$ cat src/rtl/dram_ref_pkg.sv
package dram_ref_pkg;

  typedef enum logic [2:0] {
    CY_IDLE,
    CY_CSR,
    CY_RCAS,
    CY_RAS,
    CY_PRE
  } cyc_state_e;

  // ceil(a/b), never below one cycle
  function automatic int ns2cyc(input int ns, input int period);
    int c;
    c = (ns + period - 1) / period;
    return (c < 1) ? 1 : c;
  endfunction

endpackage

$ cat src/rtl/dram_ref_timer.sv
module dram_ref_timer #(
  parameter int PAUSE_CYC = 20000,
  parameter int REFI_CYC  = 1562,
  localparam int PW = $clog2(PAUSE_CYC + 1),
  localparam int IW = $clog2(REFI_CYC + 1)
) (
  input  logic clk_i,
  input  logic rst_ni,
  input  logic run_i,
  output logic pause_done_o,
  output logic tick_o
);

  logic [PW-1:0] pause_q;
  logic          pause_done_q;
  logic [IW-1:0] intv_q;
  logic          intv_end;

  always_ff @(posedge clk_i or negedge rst_ni) begin
    if (!rst_ni) begin
      pause_q      <= '0;
      pause_done_q <= 1'b0;
    end else if (!pause_done_q) begin
      if (pause_q == PW'(PAUSE_CYC - 1)) pause_done_q <= 1'b1;
      else                                pause_q      <= pause_q + 1'b1;
    end
  end

  assign intv_end = (intv_q == IW'(REFI_CYC - 1));

  always_ff @(posedge clk_i or negedge rst_ni) begin
    if (!rst_ni)    intv_q <= '0;
    else if (run_i) intv_q <= intv_end ? '0 : intv_q + 1'b1;
  end

  assign pause_done_o = pause_done_q;
  assign tick_o       = run_i & intv_end;

endmodule

$ cat src/rtl/dram_ref_owed.sv
module dram_ref_owed #(
  parameter int OWED_MAX = 8,
  localparam int OW = $clog2(OWED_MAX + 1)
) (
  input  logic          clk_i,
  input  logic          rst_ni,
  input  logic          tick_i,
  input  logic          take_i,
  output logic [OW-1:0] owed_o,
  output logic          pend_o,
  output logic          more_o
);

  logic [OW-1:0] owed_q, owed_d;

  always_comb begin
    owed_d = owed_q;
    unique case ({tick_i, take_i})
      2'b10:   if (owed_q != OW'(OWED_MAX)) owed_d = owed_q + 1'b1;
      2'b01:   if (owed_q != '0) owed_d = owed_q - 1'b1;
      default: owed_d = owed_q; // both or neither: net zero
    endcase
  end

  always_ff @(posedge clk_i or negedge rst_ni) begin
    if (!rst_ni) owed_q <= '0;
    else         owed_q <= owed_d;
  end

  assign owed_o = owed_q;
  assign pend_o = (owed_q != '0);
  // still owed after the cycle now retiring
  assign more_o = (owed_q > OW'(1)) | tick_i;

endmodule

$ cat src/rtl/dram_ref_warm.sv
module dram_ref_warm #(
  parameter int WARM_CNT = 8,
  localparam int WW = $clog2(WARM_CNT + 1)
) (
  input  logic clk_i,
  input  logic rst_ni,
  input  logic en_i,
  input  logic done_i,
  output logic pend_o,
  output logic more_o,
  output logic init_done_o
);

  logic [WW-1:0] left_q;
  logic          ready_q;

  always_ff @(posedge clk_i or negedge rst_ni) begin
    if (!rst_ni) begin
      left_q  <= WW'(WARM_CNT);
      ready_q <= 1'b0;
    end else if (done_i && !ready_q) begin
      left_q <= left_q - 1'b1;
      if (left_q == WW'(1)) ready_q <= 1'b1;
    end
  end

  assign pend_o      = en_i & ~ready_q;
  assign more_o      = (left_q > WW'(1));
  assign init_done_o = ready_q;

endmodule

$ cat src/rtl/dram_ref_engine.sv
module dram_ref_engine
  import dram_ref_pkg::*;
#(
  parameter int CSR_CYC = 1,
  parameter int CHR_CYC = 1,
  parameter int RAS_CYC = 5,
  parameter int RP_CYC  = 3,
  localparam int RLO_CYC = (RAS_CYC > CHR_CYC) ? RAS_CYC - CHR_CYC : 1,
  localparam int TW      = $clog2(CSR_CYC + CHR_CYC + RLO_CYC + RP_CYC + 1)
) (
  input  logic clk_i,
  input  logic rst_ni,
  input  logic want_i,
  input  logic more_i,
  input  logic gnt_i,
  output logic ras_n_o,
  output logic cas_n_o,
  output logic we_n_o,
  output logic busy_o,
  output logic done_o
);

  cyc_state_e    st_q, st_d;
  logic [TW-1:0] tmr_q, tmr_d;
  logic          ras_n_q, cas_n_q;
  logic          last;

  assign last = (tmr_q == '0);

  always_comb begin
    st_d  = st_q;
    tmr_d = last ? tmr_q : tmr_q - 1'b1;
    unique case (st_q)
      CY_IDLE: if (want_i && gnt_i) begin
        st_d  = CY_CSR;
        tmr_d = TW'(CSR_CYC - 1);
      end
      CY_CSR: if (last) begin
        st_d  = CY_RCAS;
        tmr_d = TW'(CHR_CYC - 1);
      end
      CY_RCAS: if (last) begin
        st_d  = CY_RAS;
        tmr_d = TW'(RLO_CYC - 1);
      end
      CY_RAS: if (last) begin
        st_d  = CY_PRE;
        tmr_d = TW'(RP_CYC - 1);
      end
      CY_PRE: if (last) begin
        if (more_i && gnt_i) begin
          st_d  = CY_CSR;
          tmr_d = TW'(CSR_CYC - 1);
        end else begin
          st_d  = CY_IDLE;
        end
      end
      default: st_d = CY_IDLE;
    endcase
  end

  always_ff @(posedge clk_i or negedge rst_ni) begin
    if (!rst_ni) begin
      st_q    <= CY_IDLE;
      tmr_q   <= '0;
      ras_n_q <= 1'b1;
      cas_n_q <= 1'b1;
    end else begin
      st_q    <= st_d;
      tmr_q   <= tmr_d;
      // strobes from flops, decoded from the next state
      ras_n_q <= !(st_d == CY_RCAS || st_d == CY_RAS);
      cas_n_q <= !(st_d == CY_CSR  || st_d == CY_RCAS);
    end
  end

  assign ras_n_o = ras_n_q;
  assign cas_n_o = cas_n_q;
  assign we_n_o  = 1'b1;
  assign busy_o  = (st_q != CY_IDLE);
  assign done_o  = (st_q == CY_PRE) && last;

endmodule

$ cat src/rtl/dram_refresh_seq.sv
module dram_refresh_seq
  import dram_ref_pkg::*;
#(
  parameter int CLK_PERIOD_NS = 10,
  parameter int PAUSE_NS      = 200_000,
  parameter int RETENTION_NS  = 32_000_000,
  parameter int ROWS          = 2048,
  parameter int WARM_CNT      = 8,
  parameter int OWED_MAX      = 8,
  parameter int CSR_NS        = 10,
  parameter int CHR_NS        = 8,
  parameter int RAS_NS        = 50,
  parameter int RP_NS         = 30,
  parameter int RC_NS         = 90,
  localparam int PAUSE_CYC = ns2cyc(PAUSE_NS, CLK_PERIOD_NS),
  localparam int REFI_RAW  = (RETENTION_NS / ROWS) / CLK_PERIOD_NS,
  localparam int REFI_CYC  = (REFI_RAW < 1) ? 1 : REFI_RAW,
  localparam int CSR_CYC   = ns2cyc(CSR_NS, CLK_PERIOD_NS),
  localparam int CHR_CYC   = ns2cyc(CHR_NS, CLK_PERIOD_NS),
  localparam int RAS_CYC   = ns2cyc(RAS_NS, CLK_PERIOD_NS),
  localparam int RC_CYC    = ns2cyc(RC_NS, CLK_PERIOD_NS),
  localparam int RP_MIN    = ns2cyc(RP_NS, CLK_PERIOD_NS),
  localparam int RP_FILL   = RC_CYC - RAS_CYC - CSR_CYC,
  localparam int RP_CYC    = (RP_FILL > RP_MIN) ? RP_FILL : RP_MIN,
  localparam int OW        = $clog2(OWED_MAX + 1)
) (
  input  logic clk_i,
  input  logic rst_ni,
  output logic bus_req_o,
  input  logic bus_grant_i,
  output logic ras_n_o,
  output logic cas_n_o,
  output logic we_n_o,
  output logic init_done_o
);

  logic          pause_done, tick, init_done;
  logic          warm_pend, warm_more, owed_pend, owed_more;
  logic          want, more, busy, done;
  logic [OW-1:0] owed_q;

  dram_ref_timer #(
    .PAUSE_CYC(PAUSE_CYC),
    .REFI_CYC (REFI_CYC)
  ) u_timer (
    .clk_i       (clk_i),
    .rst_ni      (rst_ni),
    .run_i       (init_done),
    .pause_done_o(pause_done),
    .tick_o      (tick)
  );

  dram_ref_warm #(.WARM_CNT(WARM_CNT)) u_warm (
    .clk_i      (clk_i),
    .rst_ni     (rst_ni),
    .en_i       (pause_done),
    .done_i     (done & ~init_done),
    .pend_o     (warm_pend),
    .more_o     (warm_more),
    .init_done_o(init_done)
  );

  dram_ref_owed #(.OWED_MAX(OWED_MAX)) u_owed (
    .clk_i (clk_i),
    .rst_ni(rst_ni),
    .tick_i(tick),
    .take_i(done & init_done),
    .owed_o(owed_q),
    .pend_o(owed_pend),
    .more_o(owed_more)
  );

  assign want = warm_pend | owed_pend;
  assign more = init_done ? owed_more : warm_more;

  dram_ref_engine #(
    .CSR_CYC(CSR_CYC),
    .CHR_CYC(CHR_CYC),
    .RAS_CYC(RAS_CYC),
    .RP_CYC (RP_CYC)
  ) u_engine (
    .clk_i  (clk_i),
    .rst_ni (rst_ni),
    .want_i (want),
    .more_i (more),
    .gnt_i  (bus_grant_i),
    .ras_n_o(ras_n_o),
    .cas_n_o(cas_n_o),
    .we_n_o (we_n_o),
    .busy_o (busy),
    .done_o (done)
  );

  assign bus_req_o   = want | busy;
  assign init_done_o = init_done;

endmodule

$ cat config.mk
export PLATFORM = sky130hd
export DESIGN_NAME = dram_refresh_seq
export DESIGN_NICKNAME = d
export VERILOG_FILES = /design/src/rtl/dram_ref_pkg.sv /design/src/rtl/dram_ref_timer.sv /design/src/rtl/dram_ref_owed.sv /design/src/rtl/dram_ref_warm.sv /design/src/rtl/dram_ref_engine.sv /design/src/rtl/dram_refresh_seq.sv
export SDC_FILE = /design/constraint.sdc
export NUM_CORES = 1
export LEC_CHECK = 0
export ABC_AREA = 1
export BUFFER_PORTS_ARGS = -buffer_cell sky130_fd_sc_hd__buf_2
export CAP_MARGIN = 20
export CORE_ASPECT_RATIO = 0.9
export CORE_MARGIN = 2
export CORE_UTILIZATION = 32
export CTS_CLUSTER_SIZE = 40
export DETAILED_ROUTE_END_ITERATION = 12
export GPL_TIMING_DRIVEN = 0
export HOLD_SLACK_MARGIN = 0.1
export SETUP_SLACK_MARGIN = 0.4
export SLEW_MARGIN = 20
export SYNTH_ARGS = -nofsm -noshare
export SYNTH_HDL_FRONTEND = slang
export SYNTH_SLANG_ARGS = --single-unit
$ cat constraint.sdc
create_clock -name clk_i -period 1.7 [get_ports clk_i]
set_input_delay 0.34 -clock clk_i [delete_from_list [all_inputs] [get_ports clk_i]]
set_output_delay 0.34 -clock clk_i [all_outputs]
set_load 0.02 [all_outputs]
### Word level (Yosys, flattened, before mapping)

Index checks and enable logic that the tools add are counted.

* flip-flop bits (word level): 45
* output and inout bits: 5
* logic and storage cells: 82

* equality and inequality tests: 15
* reduce and logical (&&, ||, !) cells: 17
* bitwise logic cells: 10
* magnitude comparators: 2
* mux-type cells: 22
* add/sub/neg operators: 6

Operators by type and width (number)
* 2-to-1 mux 4 bit: 9
* one-hot mux 4 bit (5 select lines): 1
* adder 15 x 1 -> 15 bit, second input constant: 1
* equality test 15 bit, second input constant: 1
* 2-to-1 mux 3 bit: 5
* one-hot mux 3 bit (5 select lines): 1
* equality test 3 x 2 -> 1 bit, second input constant: 4
* subtractor 4 x 1 -> 4 bit, second input constant: 3
* adder 11 x 1 -> 11 bit, second input constant: 1
* equality test 11 bit, second input constant: 1
* 2-to-1 mux 11 bit: 1
* greater-than comparator 4 x 1 -> 1 bit, second input constant: 2
* one-hot mux 4 bit (2 select lines): 1
* equality test 3 x 1 -> 1 bit, second input constant: 2
* adder 4 x 1 -> 4 bit, second input constant: 1
* bitwise AND 1 bit: 4
* equality test 4 x 1 -> 1 bit, second input constant: 1
* logical AND 1 bit: 4
* zero test 4 bit: 1
* 2-to-1 mux 1 bit: 4
* inequality test 4 bit, second input constant: 1
* AND reduction 2 bit: 2
* nonzero test 4 bit: 1
* equality test 3 bit, second input constant: 1
* 12 further kinds: 19

### Logic depth before layout (Yosys ltp)

* depth in word-level cells: 11
* mapped depth: 12
* depth with buffers taken out: 12

### Modules after synthesis

A second synthesis with hierarchy kept.

* cell total of the unflattened synthesis: 406
* area, all modules: 2926.6 µm²

Modules (own cells, without submodules)
* dram_ref_timer: instances 1, cells each 228, area each 1595.3 µm²
* dram_ref_engine: instances 1, cells each 84, area each 650.6 µm²
* dram_ref_owed: instances 1, cells each 49, area each 361.6 µm²
* dram_ref_warm: instances 1, cells each 32, area each 269.0 µm²
* dram_refresh_seq: instances 1, cells each 13, area each 50.0 µm²

### Worst setup path before layout

Ideal clock, no wire load.

* path type: flip-flop to output port
* start point: register u_owed.owed_q[0], in the netlist u_owed.owed_o[0]
* end point: output bus_req_o
* data arrival time: 1246 ps
* buffers on the path: 0
* required time: 1360 ps
* path slack: 114 ps
* cell stages (with the launch flop): 7
* cell sequence: dfrtp_1 -> inv_1 -> ha_1 -> inv_1 -> nor2_1 -> o21ai_1 -> or2_2

* longest elaborated chain between the ends: 3

RTL lines
* start, declared: line dram_ref_owed.sv:14 `logic [OW-1:0] owed_q, owed_d;`
* start signal, assigned: line dram_ref_owed.sv:27 `else owed_q <= owed_d;`
* nonzero test 4 bit: line dram_ref_owed.sv:31 `assign pend_o = (owed_q != '0);`
* bitwise OR 1 bit: line dram_refresh_seq.sv:73 `assign want = warm_pend | owed_pend;`
* bitwise OR 1 bit: line dram_refresh_seq.sv:94 `assign bus_req_o = want | busy;`
* end, declared: line dram_refresh_seq.sv:29 `output logic bus_req_o,`

Every way passes these cells.

### Final worst setup path

* start point: register u_owed.owed_q[1], in the netlist u_owed.owed_o[1]
* end point: output bus_req_o

The elaborated chain is that of the path after synthesis.

==> results.sh <==
export IMPL_synthFlopType="dfrtp_1"
export IMPL_yosysMostFrequentCell="nand2_1"
export IMPL_status="finished with violations"
export IMPL_grt_pass1_vias=2401
export IMPL_die_area_sq_mm=0.00948
export IMPL_maxSlewViolCount=0
export IMPL_cp_cell_sequence="inv_2, ha_4, inv_2, nor2_4, o21ai_2, or2_4, buf_6"
export IMPL_yosysSeqAreaShare=0.405
export IMPL_postSynthCellCount=341
export IMPL_min_to="u_engine.tmr_q[2]$_DFF_PN0_"
export IMPL_antenna_found_initial=0
export IMPL_avgSynthCellArea_sq_um=8.18
export IMPL_worstSetupStartpointType="flip-flop"
export IMPL_rsz0062_at_grt="yes"
export IMPL_num_rows=32
export IMPL_antenna_left=0
export IMPL_rrSetupSlack_ps=70
export IMPL_finClkSkew_ps=8.99
export IMPL_areaGrowthSynthToFinish_pct=47.5
export IMPL_overflow=0
export IMPL_synth_area_leader_cell="dfrtp_1"
export IMPL_ys_types=35
export IMPL_start_util=0.327
export IMPL_setup_viol=1
export IMPL_dp_slack_ps=52.0
export IMPL_syn_cell_area_sq_mm=0.00279
export IMPL_grt_use_total=0.144
export IMPL_diodes=0
export IMPL_p_per_area_mw_per_mm2=430
export IMPL_drt_first_pass_iters=4
export IMPL_vias=2430
export IMPL_viasPerCell=4.57
export IMPL_vdd_drop_max_v=0.000353
export IMPL_path_class="reg -> out"
export IMPL_regToRegStartpoint="u_warm.init_done_o$_DFFE_PN0P_"
export IMPL_setup_ws_ps=-168
export IMPL_synth_nets=356
export IMPL_clk_insertion_delay_late_ps=300
export IMPL_die_height_um=92.6
export IMPL_ios=8
export IMPL_required_ps=1360
export IMPL_finalHoldViolCount=0
export IMPL_cts_root_buf="clkbuf_8"
export IMPL_worst_slew_pin_slew_ps=587
export IMPL_crit_arrival_ps=1530
export IMPL_cap_violations=0
export IMPL_dieWidth_um=102
export IMPL_cp_top_family="flip-flops"
export IMPL_period_needed_ps=1870
export IMPL_core_area_sq_mm=0.00853
export IMPL_clk_path_buf_depth=2
export IMPL_numCtsBuffers=5
export IMPL_hp_class="in -> reg"
export IMPL_yosys_area_top_type_share=0.377
export IMPL_crit_buf_inv=3
export IMPL_hp_start="bus_grant_i"
export IMPL_max_stage_delay_ps=400
export IMPL_yosysWarnings=0
export IMPL_failed_checks="negative setup slack"
export IMPL_ys_ff_latch=45
export IMPL_grt_pass1_wl_um=10800
export IMPL_slew_headroom=0.608
export IMPL_dp_final_hpwl_um=3650
export IMPL_route_detailed_drc=0
export IMPL_wl_um=6600
export IMPL_hold_path_depth=4
export IMPL_slowest_stage="dfrtp_1"
export IMPL_reg2reg_depth=10
export IMPL_clock_fmax_ghz=0.535
export IMPL_netlist_top_cells_area="dfrtp_1 (38%), nand2_1 (11%), ha_1 (5.4%)"
export IMPL_finalCritPeriodShare=1.10
export IMPL_setup_tns_ps=-168
export IMPL_final_area_sq_mm=0.00411
export IMPL_hold_ws_ps=460
export IMPL_cp_common_cell="inv_2"
export IMPL_fin_nets=427
export IMPL_io_buffers=6
export IMPL_async_reset_ff_frac=1.00
export IMPL_p_leak_nw=2.04
export IMPL_dp_cells=466
export IMPL_cts_tree="built"
export IMPL_gp_congestion=0.827
export IMPL_synth_edf_count=0
export IMPL_r2r_end="u_engine.cas_n_o$_DFF_PN1_"
export IMPL_crit_path_end_kind="output port"
export IMPL_first_iter_violations=87
export IMPL_clkSinkCount=45
export IMPL_crit_fanout=2
export IMPL_grt_max_degree=46
export IMPL_drive_gt1_frac=0.496
export IMPL_netlist_top_cells_count="nand2_1 (80), dfrtp_1 (42), inv_1 (37), nor2_1 (32), nand3_1 (21)"
export IMPL_htreeDepth=2
export IMPL_stdcell_count=532
export IMPL_placed_cell_area_sq_mm=0.00307
export IMPL_clk_pin_slew_ps=90
export IMPL_wl_per_cell_um=12.4
## sequential cells by signal (all words and copies together), names as in the netlist, 3 cells and up
register,flops
u_engine.st_q,3
u_engine.tmr_q,4
u_owed.owed_o,4
u_timer.intv_q,11
u_timer.pause_q,15
u_warm.left_q,4
## worst max path at each step
| stage | start | end | slack [ps] | depth (start not counted) |
|---|---|---|---|---|
| after floorplan | u_owed.owed_o[0]$_DFFE_PN0P_ | bus_req_o | 260 | 6 |
| after global placement | u_owed.owed_o[0]$_DFFE_PN0P_ | bus_req_o | 60 | 7 |
| after CTS | u_owed.owed_o[1]$_DFFE_PN0P_ | bus_req_o | -160 | 7 |
| after detailed placement | u_owed.owed_o[0]$_DFFE_PN0P_ | bus_req_o | 50 | 7 |
| final | u_owed.owed_o[1]$_DFFE_PN0P_ | bus_req_o | -170 | 7 |
| after global routing | u_owed.owed_o[0]$_DFFE_PN0P_ | bus_req_o | -260 | 7 |
## routing by layer
| metal | track usage | routed length, um |
|---|---|---|
| met3 | 0.0370 | 186 |
| met5 | 0 | 0 |
| met2 | 0.254 | 3470 |
| met4 | 0.0289 | 68 |
| met1 | 0.176 | 2870 |
## area by class of cell
class | count | area, sq um
fillers | 783 | 4410
multi-input cells | 244 | 1860
flip-flops and latches | 45 | 1140
repair buffers | 64 | 619
inverters | 48 | 209
well taps | 119 | 149
clock buffers | 5 | 68.8
plain buffers | 4 | 57.6
clock inverters | 3 | 17.5
## layout by cell type (no fill, tap or decap), types with 7 or more instances in the layout
cell / instances
xor2_1: 15
inv_2: 22
ha_4: 7
nand2_1: 52
o21ai_1: 9
o21ai_2: 8
dfrtp_1: 37
nand3_1: 14
nor3_1: 7
buf_6: 23
inv_1: 20
xnor2_1: 10
buf_4: 37
nand3_2: 8
nor2_2: 9
nor2_1: 21
nor2_4: 7
nand2_2: 22
nand2_4: 16
## kinds of logic after synthesis
kind of cell / synth area share
AND/OR/NAND/NOR: 0.306
buffers and inverters: 0.0816
XOR/XNOR: 0.0933
adder cells (fa/ha/maj): 0.0538
other: 0.00134
flip-flops: 0.405
AO/OA/AOI/OAI: 0.0588
## report_power, final
group / total, mW / internal [mW] / switching [mW]
sequential: 1.07 / 1.07 / 0
clock: 0.669 / 0.284 / 0.384
combinational: 0.0304 / 0.00594 / 0.0245
## per-stage QoR
| stage | utilization | total power, mW |
|---|---|---|
| CTS | 0.447 | 1.80 |
| finish | 0.482 | 1.77 |
| global route | 0.482 | 1.86 |
| global placement | 0.360 | 1.12 |
| floorplan | - | 1.10 |
| detailed placement | 0.360 | 1.12 |
## worst min-delay path, stage by stage
cell     delay, ps
buf_2          100
nand2_1         80
nor2_2         160
nor3_1          60
## timing repair
| item | 4_1_cts | 5_1_grt |
|---|---|---|
| buffers inserted | 42 | 13 |
| setup endpoints to repair | 41 | 46 |
| hold buffers | 0 | 1 |
| endpoints found under the hold margin | 0 | 42 |
| gates resized for setup | 85 | 59 |
| cloned | 2 | 0 |
| pin swaps | 40 | 26 |
Power figures use the tool's default switching activity.
